<file path="src/rtl/uart_irq_pkg.sv">
package uart_irq_pkg;

   localparam int NUM_LVL   = 7;
   localparam int NUM_LATCH = 9;

   // latch slots
   localparam int LT_LINE  = 0;
   localparam int LT_RXTO  = 1;
   localparam int LT_TX    = 2;
   localparam int LT_MODEM = 3;
   localparam int LT_FLOWC = 4;
   localparam int LT_SPEC  = 5;
   localparam int LT_PIN0  = 6;
   localparam int LT_PIN1  = 7;
   localparam int LT_WAKE  = 8;

   typedef enum logic [5:0] {
      IC_LINE  = 6'b000110,
      IC_RXRDY = 6'b000100,
      IC_RXTO  = 6'b001100,
      IC_TXRDY = 6'b000010,
      IC_MODEM = 6'b000000,
      IC_CHAR  = 6'b010000,
      IC_PIN   = 6'b100000,
      IC_NONE  = 6'b000001
   } irq_code_e;

   // priority level index (0 = most urgent) to status code
   function automatic irq_code_e lvl_code(input int idx);
      case (idx)
         0:       return IC_LINE;
         1:       return IC_RXRDY;
         2:       return IC_RXTO;
         3:       return IC_TXRDY;
         4:       return IC_MODEM;
         5:       return IC_CHAR;
         6:       return IC_PIN;
         default: return IC_NONE;
      endcase
   endfunction

endpackage

</file>
<file path="src/rtl/uart_irq_latch.sv">
module uart_irq_latch #(
   parameter bit SET_WINS = 1'b1
) (
   input  logic clk,
   input  logic rst_n,
   input  logic set,
   input  logic clr,
   output logic pend
);

   generate
      if (SET_WINS) begin : g_set_first
         always_ff @(posedge clk or negedge rst_n) begin
            if (!rst_n)   pend <= 1'b0;
            else if (set) pend <= 1'b1;
            else if (clr) pend <= 1'b0;
         end

         assert_set_keeps_R13: assert property (@(posedge clk) disable iff (!rst_n)
            set |=> pend);
      end else begin : g_clr_first
         always_ff @(posedge clk or negedge rst_n) begin
            if (!rst_n)   pend <= 1'b0;
            else if (clr) pend <= 1'b0;
            else if (set) pend <= 1'b1;
         end

         assert_clr_first_R13: assert property (@(posedge clk) disable iff (!rst_n)
            clr |=> !pend);
      end
   endgenerate

endmodule

</file>
<file path="src/rtl/uart_irq_timeout.sv">
module uart_irq_timeout #(
   parameter int LVL_W  = 7,
   parameter int CHAR_W = 4,
   parameter int CNT_W  = 8
) (
   input  logic              clk,
   input  logic              rst_n,
   input  logic [LVL_W-1:0]  rx_level,
   input  logic              rx_char,
   input  logic              rhr_rd,
   input  logic              bit_tick,
   input  logic [CHAR_W-1:0] char_bits,
   output logic              fire
);

   localparam int MAX_LIMIT = 4 * ((1 << CHAR_W) - 1) + 12;
   localparam int NEED_W    = $clog2(MAX_LIMIT + 1);

   initial begin
      assert_cnt_width_R6: assert (CNT_W >= NEED_W)
         else $error("time-out counter too narrow for the largest frame");
   end

   logic [CNT_W-1:0] cnt;
   logic [CNT_W-1:0] limit;
   logic             running;
   logic             restart;
   logic             at_end;

   assign limit   = CNT_W'({char_bits, 2'b00}) + CNT_W'(12);
   assign running = (rx_level != '0);
   assign restart = !running || rx_char || rhr_rd;
   assign at_end  = (cnt == limit);
   assign fire    = !restart && bit_tick && (cnt == limit - CNT_W'(1));

   always_ff @(posedge clk or negedge rst_n) begin
      if (!rst_n)                 cnt <= '0;
      else if (restart)           cnt <= '0;
      else if (bit_tick && !at_end) cnt <= cnt + CNT_W'(1);
   end

   assert_idle_hold_R6: assert property (@(posedge clk) disable iff (!rst_n)
      !running |=> (cnt == '0) || (rx_level != '0) || $past(rx_level != '0));

   assert_fire_needs_data_R6: assert property (@(posedge clk) disable iff (!rst_n)
      fire |-> running);

endmodule

</file>
<file path="src/rtl/uart_irq_encode.sv">
module uart_irq_encode
   import uart_irq_pkg::*;
(
   input  logic [NUM_LVL-1:0] lvl,
   output irq_code_e          code
);

   always_comb begin
      code = IC_NONE;
      for (int i = NUM_LVL - 1; i >= 0; i--) begin
         if (lvl[i]) code = lvl_code(i);
      end
   end

   always_comb begin
      assert_code_R3: assert ((code == IC_NONE) == (lvl == '0));
   end

endmodule

</file>
<file path="src/rtl/uart_irq_prio.sv">
module uart_irq_prio
   import uart_irq_pkg::*;
#(
   parameter int LVL_W    = 7,
   parameter int CHAR_W   = 4,
   parameter int CNT_W    = 8,
   parameter bit SET_WINS = 1'b1
) (
   input  logic              clk,
   input  logic              rst_n,
   input  logic              fifo_en,
   input  logic [5:0]        src_en,
   input  logic [3:0]        line_err,
   input  logic              lsr_rd,
   input  logic [LVL_W-1:0]  rx_level,
   input  logic [LVL_W-1:0]  rx_trig,
   input  logic              rx_char,
   input  logic              rhr_rd,
   input  logic              bit_tick,
   input  logic [CHAR_W-1:0] char_bits,
   input  logic              tx_trig_hit,
   input  logic              tx_empty,
   input  logic              thr_wr,
   input  logic              isr_rd,
   input  logic [3:0]        msr_delta,
   input  logic              msr_rd,
   input  logic              xon_det,
   input  logic              xoff_det,
   input  logic              spec_det,
   input  logic [1:0]        flow_pin,
   input  logic [1:0]        flow_auto,
   input  logic              wake_evt,
   input  logic              gir_rd,
   output logic [7:0]        isr_byte,
   output logic              irq,
   output logic              wake_flag
);

   localparam int NUM_PIN = 2;

   initial begin
      assert_lvl_width_R5: assert (LVL_W >= 1 && LVL_W <= 16)
         else $error("LVL_W out of range");
   end

   logic [NUM_LATCH-1:0] set_v, clr_v, pend;
   logic [NUM_PIN-1:0]   pin_q, pin_rise;
   logic                 to_fire;
   logic                 rx_ready;
   logic [NUM_LVL-1:0]   lvl;
   irq_code_e            code;

   // pin edge detectors, one per flow pin pair
   generate
      for (genvar p = 0; p < NUM_PIN; p++) begin : g_pin
         always_ff @(posedge clk or negedge rst_n) begin
            if (!rst_n) pin_q[p] <= 1'b0;
            else        pin_q[p] <= flow_pin[p];
         end
         assign pin_rise[p] = flow_pin[p] && !pin_q[p] && flow_auto[p];
      end
   endgenerate

   uart_irq_timeout #(
      .LVL_W  (LVL_W),
      .CHAR_W (CHAR_W),
      .CNT_W  (CNT_W)
   ) u_timeout (
      .clk       (clk),
      .rst_n     (rst_n),
      .rx_level  (rx_level),
      .rx_char   (rx_char),
      .rhr_rd    (rhr_rd),
      .bit_tick  (bit_tick),
      .char_bits (char_bits),
      .fire      (to_fire)
   );

   // set and clear conditions of each latch
   always_comb begin
      set_v = '0;
      clr_v = '0;
      set_v[LT_LINE]  = |line_err;
      clr_v[LT_LINE]  = lsr_rd;
      set_v[LT_RXTO]  = to_fire;
      clr_v[LT_RXTO]  = rhr_rd;
      set_v[LT_TX]    = tx_trig_hit || tx_empty;
      clr_v[LT_TX]    = thr_wr || (isr_rd && code == IC_TXRDY);
      set_v[LT_MODEM] = |msr_delta;
      clr_v[LT_MODEM] = msr_rd;
      set_v[LT_FLOWC] = xon_det || xoff_det;
      clr_v[LT_FLOWC] = isr_rd;
      set_v[LT_SPEC]  = spec_det;
      clr_v[LT_SPEC]  = isr_rd || rx_char;
      set_v[LT_PIN0]  = pin_rise[0];
      clr_v[LT_PIN0]  = msr_rd;
      set_v[LT_PIN1]  = pin_rise[1];
      clr_v[LT_PIN1]  = msr_rd;
      set_v[LT_WAKE]  = wake_evt;
      clr_v[LT_WAKE]  = gir_rd;
   end

   generate
      for (genvar k = 0; k < NUM_LATCH; k++) begin : g_src
         uart_irq_latch #(.SET_WINS(SET_WINS)) u_latch (
            .clk   (clk),
            .rst_n (rst_n),
            .set   (set_v[k]),
            .clr   (clr_v[k]),
            .pend  (pend[k])
         );
      end
   endgenerate

   assign rx_ready = (rx_level != '0) && (rx_level >= rx_trig);

   always_comb begin
      lvl[0] = pend[LT_LINE]  && src_en[0];
      lvl[1] = rx_ready       && src_en[1];
      lvl[2] = pend[LT_RXTO]  && src_en[1];
      lvl[3] = pend[LT_TX]    && src_en[2];
      lvl[4] = pend[LT_MODEM] && src_en[3];
      lvl[5] = (pend[LT_FLOWC] || pend[LT_SPEC]) && src_en[4];
      lvl[6] = (pend[LT_PIN0]  || pend[LT_PIN1]) && src_en[5];
   end

   uart_irq_encode u_encode (
      .lvl  (lvl),
      .code (code)
   );

   assign isr_byte  = {{2{fifo_en}}, code};
   assign wake_flag = pend[LT_WAKE];
   assign irq       = (|lvl) || wake_flag;

   assert_lsr_clear_R4: assert property (@(posedge clk) disable iff (!rst_n)
      lsr_rd && (line_err == 4'b0) |=> !pend[LT_LINE]);

   assert_tx_raise_R7: assert property (@(posedge clk) disable iff (!rst_n)
      (tx_empty || tx_trig_hit) |=> pend[LT_TX]);

   assert_tx_read_clear_R7: assert property (@(posedge clk) disable iff (!rst_n)
      isr_rd && (isr_byte[5:0] == IC_TXRDY) && !tx_empty && !tx_trig_hit |=> !pend[LT_TX]);

   assert_modem_clear_R8: assert property (@(posedge clk) disable iff (!rst_n)
      msr_rd && (msr_delta == 4'b0) |=> !pend[LT_MODEM]);

   assert_spec_next_char_R9: assert property (@(posedge clk) disable iff (!rst_n)
      rx_char && !spec_det |=> !pend[LT_SPEC]);

   assert_pin_raise_R10: assert property (@(posedge clk) disable iff (!rst_n)
      flow_auto[0] && flow_pin[0] && !pin_q[0] |=> pend[LT_PIN0]);

   assert_wake_clear_R11: assert property (@(posedge clk) disable iff (!rst_n)
      gir_rd && !wake_evt |=> !wake_flag);

   assert_irq_quiet_R12: assert property (@(posedge clk) disable iff (!rst_n)
      (isr_byte[5:0] == IC_NONE) && !wake_flag |-> !irq);

endmodule

</file>
<file path="config.mk">
export PLATFORM = sky130hd
export DESIGN_NAME = uart_irq_prio
export DESIGN_NICKNAME = d
export VERILOG_FILES = /design/src/rtl/uart_irq_pkg.sv /design/src/rtl/uart_irq_latch.sv /design/src/rtl/uart_irq_timeout.sv /design/src/rtl/uart_irq_encode.sv /design/src/rtl/uart_irq_prio.sv
export SDC_FILE = /design/constraint.sdc
export NUM_CORES = 1
export LEC_CHECK = 0
export BUFFER_PORTS_ARGS = -buffer_cell sky130_fd_sc_hd__buf_2
export CAP_MARGIN = 20
export CORE_MARGIN = 4
export CORE_UTILIZATION = 51
export DETAILED_ROUTE_END_ITERATION = 8
export PLACE_DENSITY_LB_ADDON = 0.08
export SLEW_MARGIN = 20
export SYNTH_ARGS = -nofsm -noshare
export SYNTH_HDL_FRONTEND = slang
export SYNTH_SLANG_ARGS = --single-unit
</file>
<file path="constraint.sdc">
create_clock -name clk -period 4.7 [get_ports clk]
set_clock_uncertainty 0.15 [all_clocks]
set_input_delay 0.235 -clock clk [delete_from_list [all_inputs] [get_ports clk]]
set_output_delay 0.235 -clock clk [all_outputs]
set_load 0.02 [all_outputs]
</file>
==> flow_metrics.tcl <==
set metrics [dict create \
    clkLatencyLatePin_ns 0.30 \
    cp-end-kind "output pin" \
    startpoint_type "input port" \
    p_int_uw 251 \
    cts_max_path_buffers 2 \
    holdPathStages 3 \
    wl_per_cell_um 12.9 \
    drv_cap 0 \
    cts-hold-fix-buffers 15 \
    arrival_ns 2.25 \
    hp-class "input port to flop" \
    period_share_pct 56.0 \
    peakVddDrop_mv 0.219 \
    cp.required_ns 4.32 \
    crit_family "compound AO/OA/AOI/OAI gates" \
    drc_errors 0 \
    yosys_warnings 0 \
    die_area_sq_um 3780 \
    multi_input_area_sq_um 872 \
    coreArea_sq_um 2760 \
    p_sw_share_pct 29.7 \
    place_hpwl_mm 2.72 \
    cp_slowest_cell "a32oi_1" \
    die_h_um 61.5 \
    grt_pass1_wl_mm 5.40 \
    drv_slew 0 \
    grt_pass1_vias 1355 \
    p_sw_uw 106 \
    worst_pin_slew_ns 0.543 \
    place_ws_ns 2.07 \
    place_inst 253 \
    status "finished, final reports clean" \
    drt_iter0_drc 78 \
    rows 19 \
    grt.overflow.total 0 \
    vias_per_cell 5.34 \
    grt_setup_unrepaired "false" \
    cts_tree "built" \
    avgSynthCellArea_sq_um 8.64 \
    num-nets-final 306 \
    reg2reg_depth 5 \
    layout-drive-gt1-share_pct 28.6 \
    powerDensity_nw_per_um2 185 \
    syn-num-nets 233 \
    setup_slack_ns 2.07 \
    reg2reg_from "u_timeout.cnt[5]" \
    critPathKind "input port to output pin" \
    syn_inst 169 \
    fill_cells 242 \
    yosys.cell_types.count 42 \
    yosys_register_bits 19 \
    die_w_um 61.5 \
    wl_mm 3.51 \
    slowest_delay_ns 0.50 \
    start_util_pct 52.9 \
    postCtsResizedCells 0 \
    cts.clk_slew.worst_paths_ns 0.12 \
    grt_usage_pct 19.0 \
    synth_area_sq_um 1460 \
    grt_max_degree 20 \
    cp-startpoint "rx_level[0]" \
    final_cells 272 \
    min_to "g_src[7].u_latch.pend" \
    timing.fmax_ghz 0.380 \
    worst-path-buf-inv 3 \
    synth-edff-count 0 \
    p_leak_nw 0.975 \
    cts_setup_buffers 0 \
    seqCellArea_sq_um 475 \
    period_needed_ns 2.63 \
    ys_async_sr_fraction_pct 100 \
    seq_area_frac_synth_pct 32.6 \
    root_buffer "clkbuf_4" \
    whs_ns 0.0207 \
    path_common_cell "buf_2" \
    crit_fanout 7 \
    finalHoldViolCount 0 \
    antenna_found_initial 0 \
    port_buffers 59 \
    r2r_end "u_timeout.cnt[1]" \
    reg2reg_slack_ns 2.74 \
    tns_ns 0 \
    seqPwrFrac_pct 48.1 \
    gp_congestion 0.806 \
    power_frac_clock_pct 23.7 \
    io_pins 63 \
    drtPass1Iterations 4 \
    hold_path_startpoint "flow_auto[1]" \
    n_antenna_cell 0 \
    cp_cell_sequence "buf_2 -> inv_1 -> ha_1 -> nand2b_1 -> a211o_1 -> a21oi_1 -> o21ai_1 -> a32oi_1 -> nor3b_1 -> buf_2" \
    area_growth_pct 32.4 \
    combPwrFrac_pct 28.2 \
    ant_nets 0 \
    htreeDepth 1 \
    clkSinkCount 19 \
    setup_violations 0 \
    synth-main-ff-cell "dfrtp_1" \
    vias 1453 \
    slew_headroom_pct 63.8 \
    cts_buffers 3 \
]
[tightest hold or removal path, delay by kind of cell]
| kind | cells | cell delay, ns |
|---|---|---|
| and+or+nand+nor | 1 | 0.05 |
| AOI/OAI and AO/OA | 1 | 0.06 |
| buffers and inverters | 1 | 0.09 |
[sequential cells by signal (all words and copies together) (netlist names)]
register	flops
u_timeout.cnt	8
pin_q	2
g_src.u_latch.pend	9
[power groups by stage]
| stage | Combinational (mW) | Sequential, mW | Clock [mW] |
|---|---|---|---|
| floorplan | 0.0553 | 0.175 | 0 |
| global placement | 0.0885 | 0.175 | 0 |
| detailed placement | 0.0925 | 0.175 | 0 |
| CTS | 0.101 | 0.172 | 0.0867 |
| global route | 0.112 | 0.173 | 0.0949 |
| finish | 0.101 | 0.172 | 0.0848 |
[final cells by class]
cell class              instances  area share, %
well taps                      31           2.01
clock inverters                 1          0.388
multi-input cells             125           45.1
clock buffers                   3           1.17
repair buffers                 74           23.0
flip-flops and latches         19           24.6
inverters                      19           3.69
[synth_stat cells (all sizes together) (2+ instances only)]
| library cell | instances | area (sq um) |
|---|---|---|
| a211o | 2 | 17.5 |
| a21o | 3 | 22.5 |
| a21oi | 6 | 30.0 |
| a31oi | 3 | 18.8 |
| a32oi | 2 | 17.5 |
| and3 | 4 | 25.0 |
| and4 | 2 | 17.5 |
| buf | 6 | 41.3 |
| dfrtp | 19 | 475 |
| ha | 11 | 138 |
| inv | 19 | 71.3 |
| nand2 | 15 | 56.3 |
| nand2b | 3 | 18.8 |
| nand3 | 3 | 15.0 |
| nand4 | 2 | 12.5 |
| nor2 | 14 | 52.6 |
| nor2b | 2 | 15.0 |
| nor3 | 4 | 25.0 |
| nor3b | 2 | 15.0 |
| nor4 | 3 | 18.8 |
| o21a | 2 | 15.0 |
| o21ai | 13 | 65.1 |
| o22ai | 3 | 18.8 |
| or3 | 2 | 12.5 |
| xnor2 | 8 | 70.1 |
| xor2 | 6 | 60.1 |
[worst max-delay path by stage]
stage	endpoint	slack [ns]	cells after the start
final	isr_byte[0]	2.07	10
after detailed placement	isr_byte[0]	2.07	10
after global routing	isr_byte[4]	1.93	10
after global placement	isr_byte[5]	2.18	10
after floorplan	isr_byte[0]	2.23	8
after CTS	isr_byte[0]	2.06	10
[metal layers]
| layer | vias to the layer above | GRT usage [%] | part of all wire [%] |
|---|---|---|---|
| met5 | - | 0 | 0 |
| met3 | 4 | 2.52 | 6.8 |
| met1 | 662 | 22.4 | 42 |
| met4 | 0 | 6.36 | 1.1 |
| li1 | 734 | - | - |
| met2 | 53 | 35.3 | 50 |
[per-stage QoR]
stage,area (sq um),total power [mW],utilization (%)
after floorplan,1460,0.230,-
after global placement,1750,0.263,63.6
after detailed placement,1750,0.268,63.6
after CTS,1930,0.360,70.1
after global routing,1930,0.380,70.1
final,1930,0.358,70.1
[logic make-up after synthesis]
logic type	after synthesis	share of synthesized area [%]
simple gates	60	21.9
compound gates	38	17.1
buf+inv	25	7.71
flops	19	32.6
xor+xnor	15	10.5
fa+ha+maj	11	9.43
mux	1	0.686
[cells in the final DEF, fill, tap and decap left out, types with 2 or more instances in the layout]
cell type and n:
dlygate4sd3_1 15, o21a_1 2, clkbuf_4 3, a31oi_1 3, and3_1 4, a32oi_1 2, nand4_1 2, o21ai_0 9
xor2_1 5, nor2_1 14, nand3_1 3, nand2b_1 3, o22ai_1 3, buf_2 59, ha_1 11, o21ai_1 4
nor3b_1 2, and4_1 2, nor4_1 3, a21o_1 3, a211o_1 2, a21oi_1 6, nor3_1 3, dfrtp_1 19
or3_1 2, xnor2_1 8, nand2_1 15, inv_1 19
Note: power is estimated with default switching activity, not from simulation.
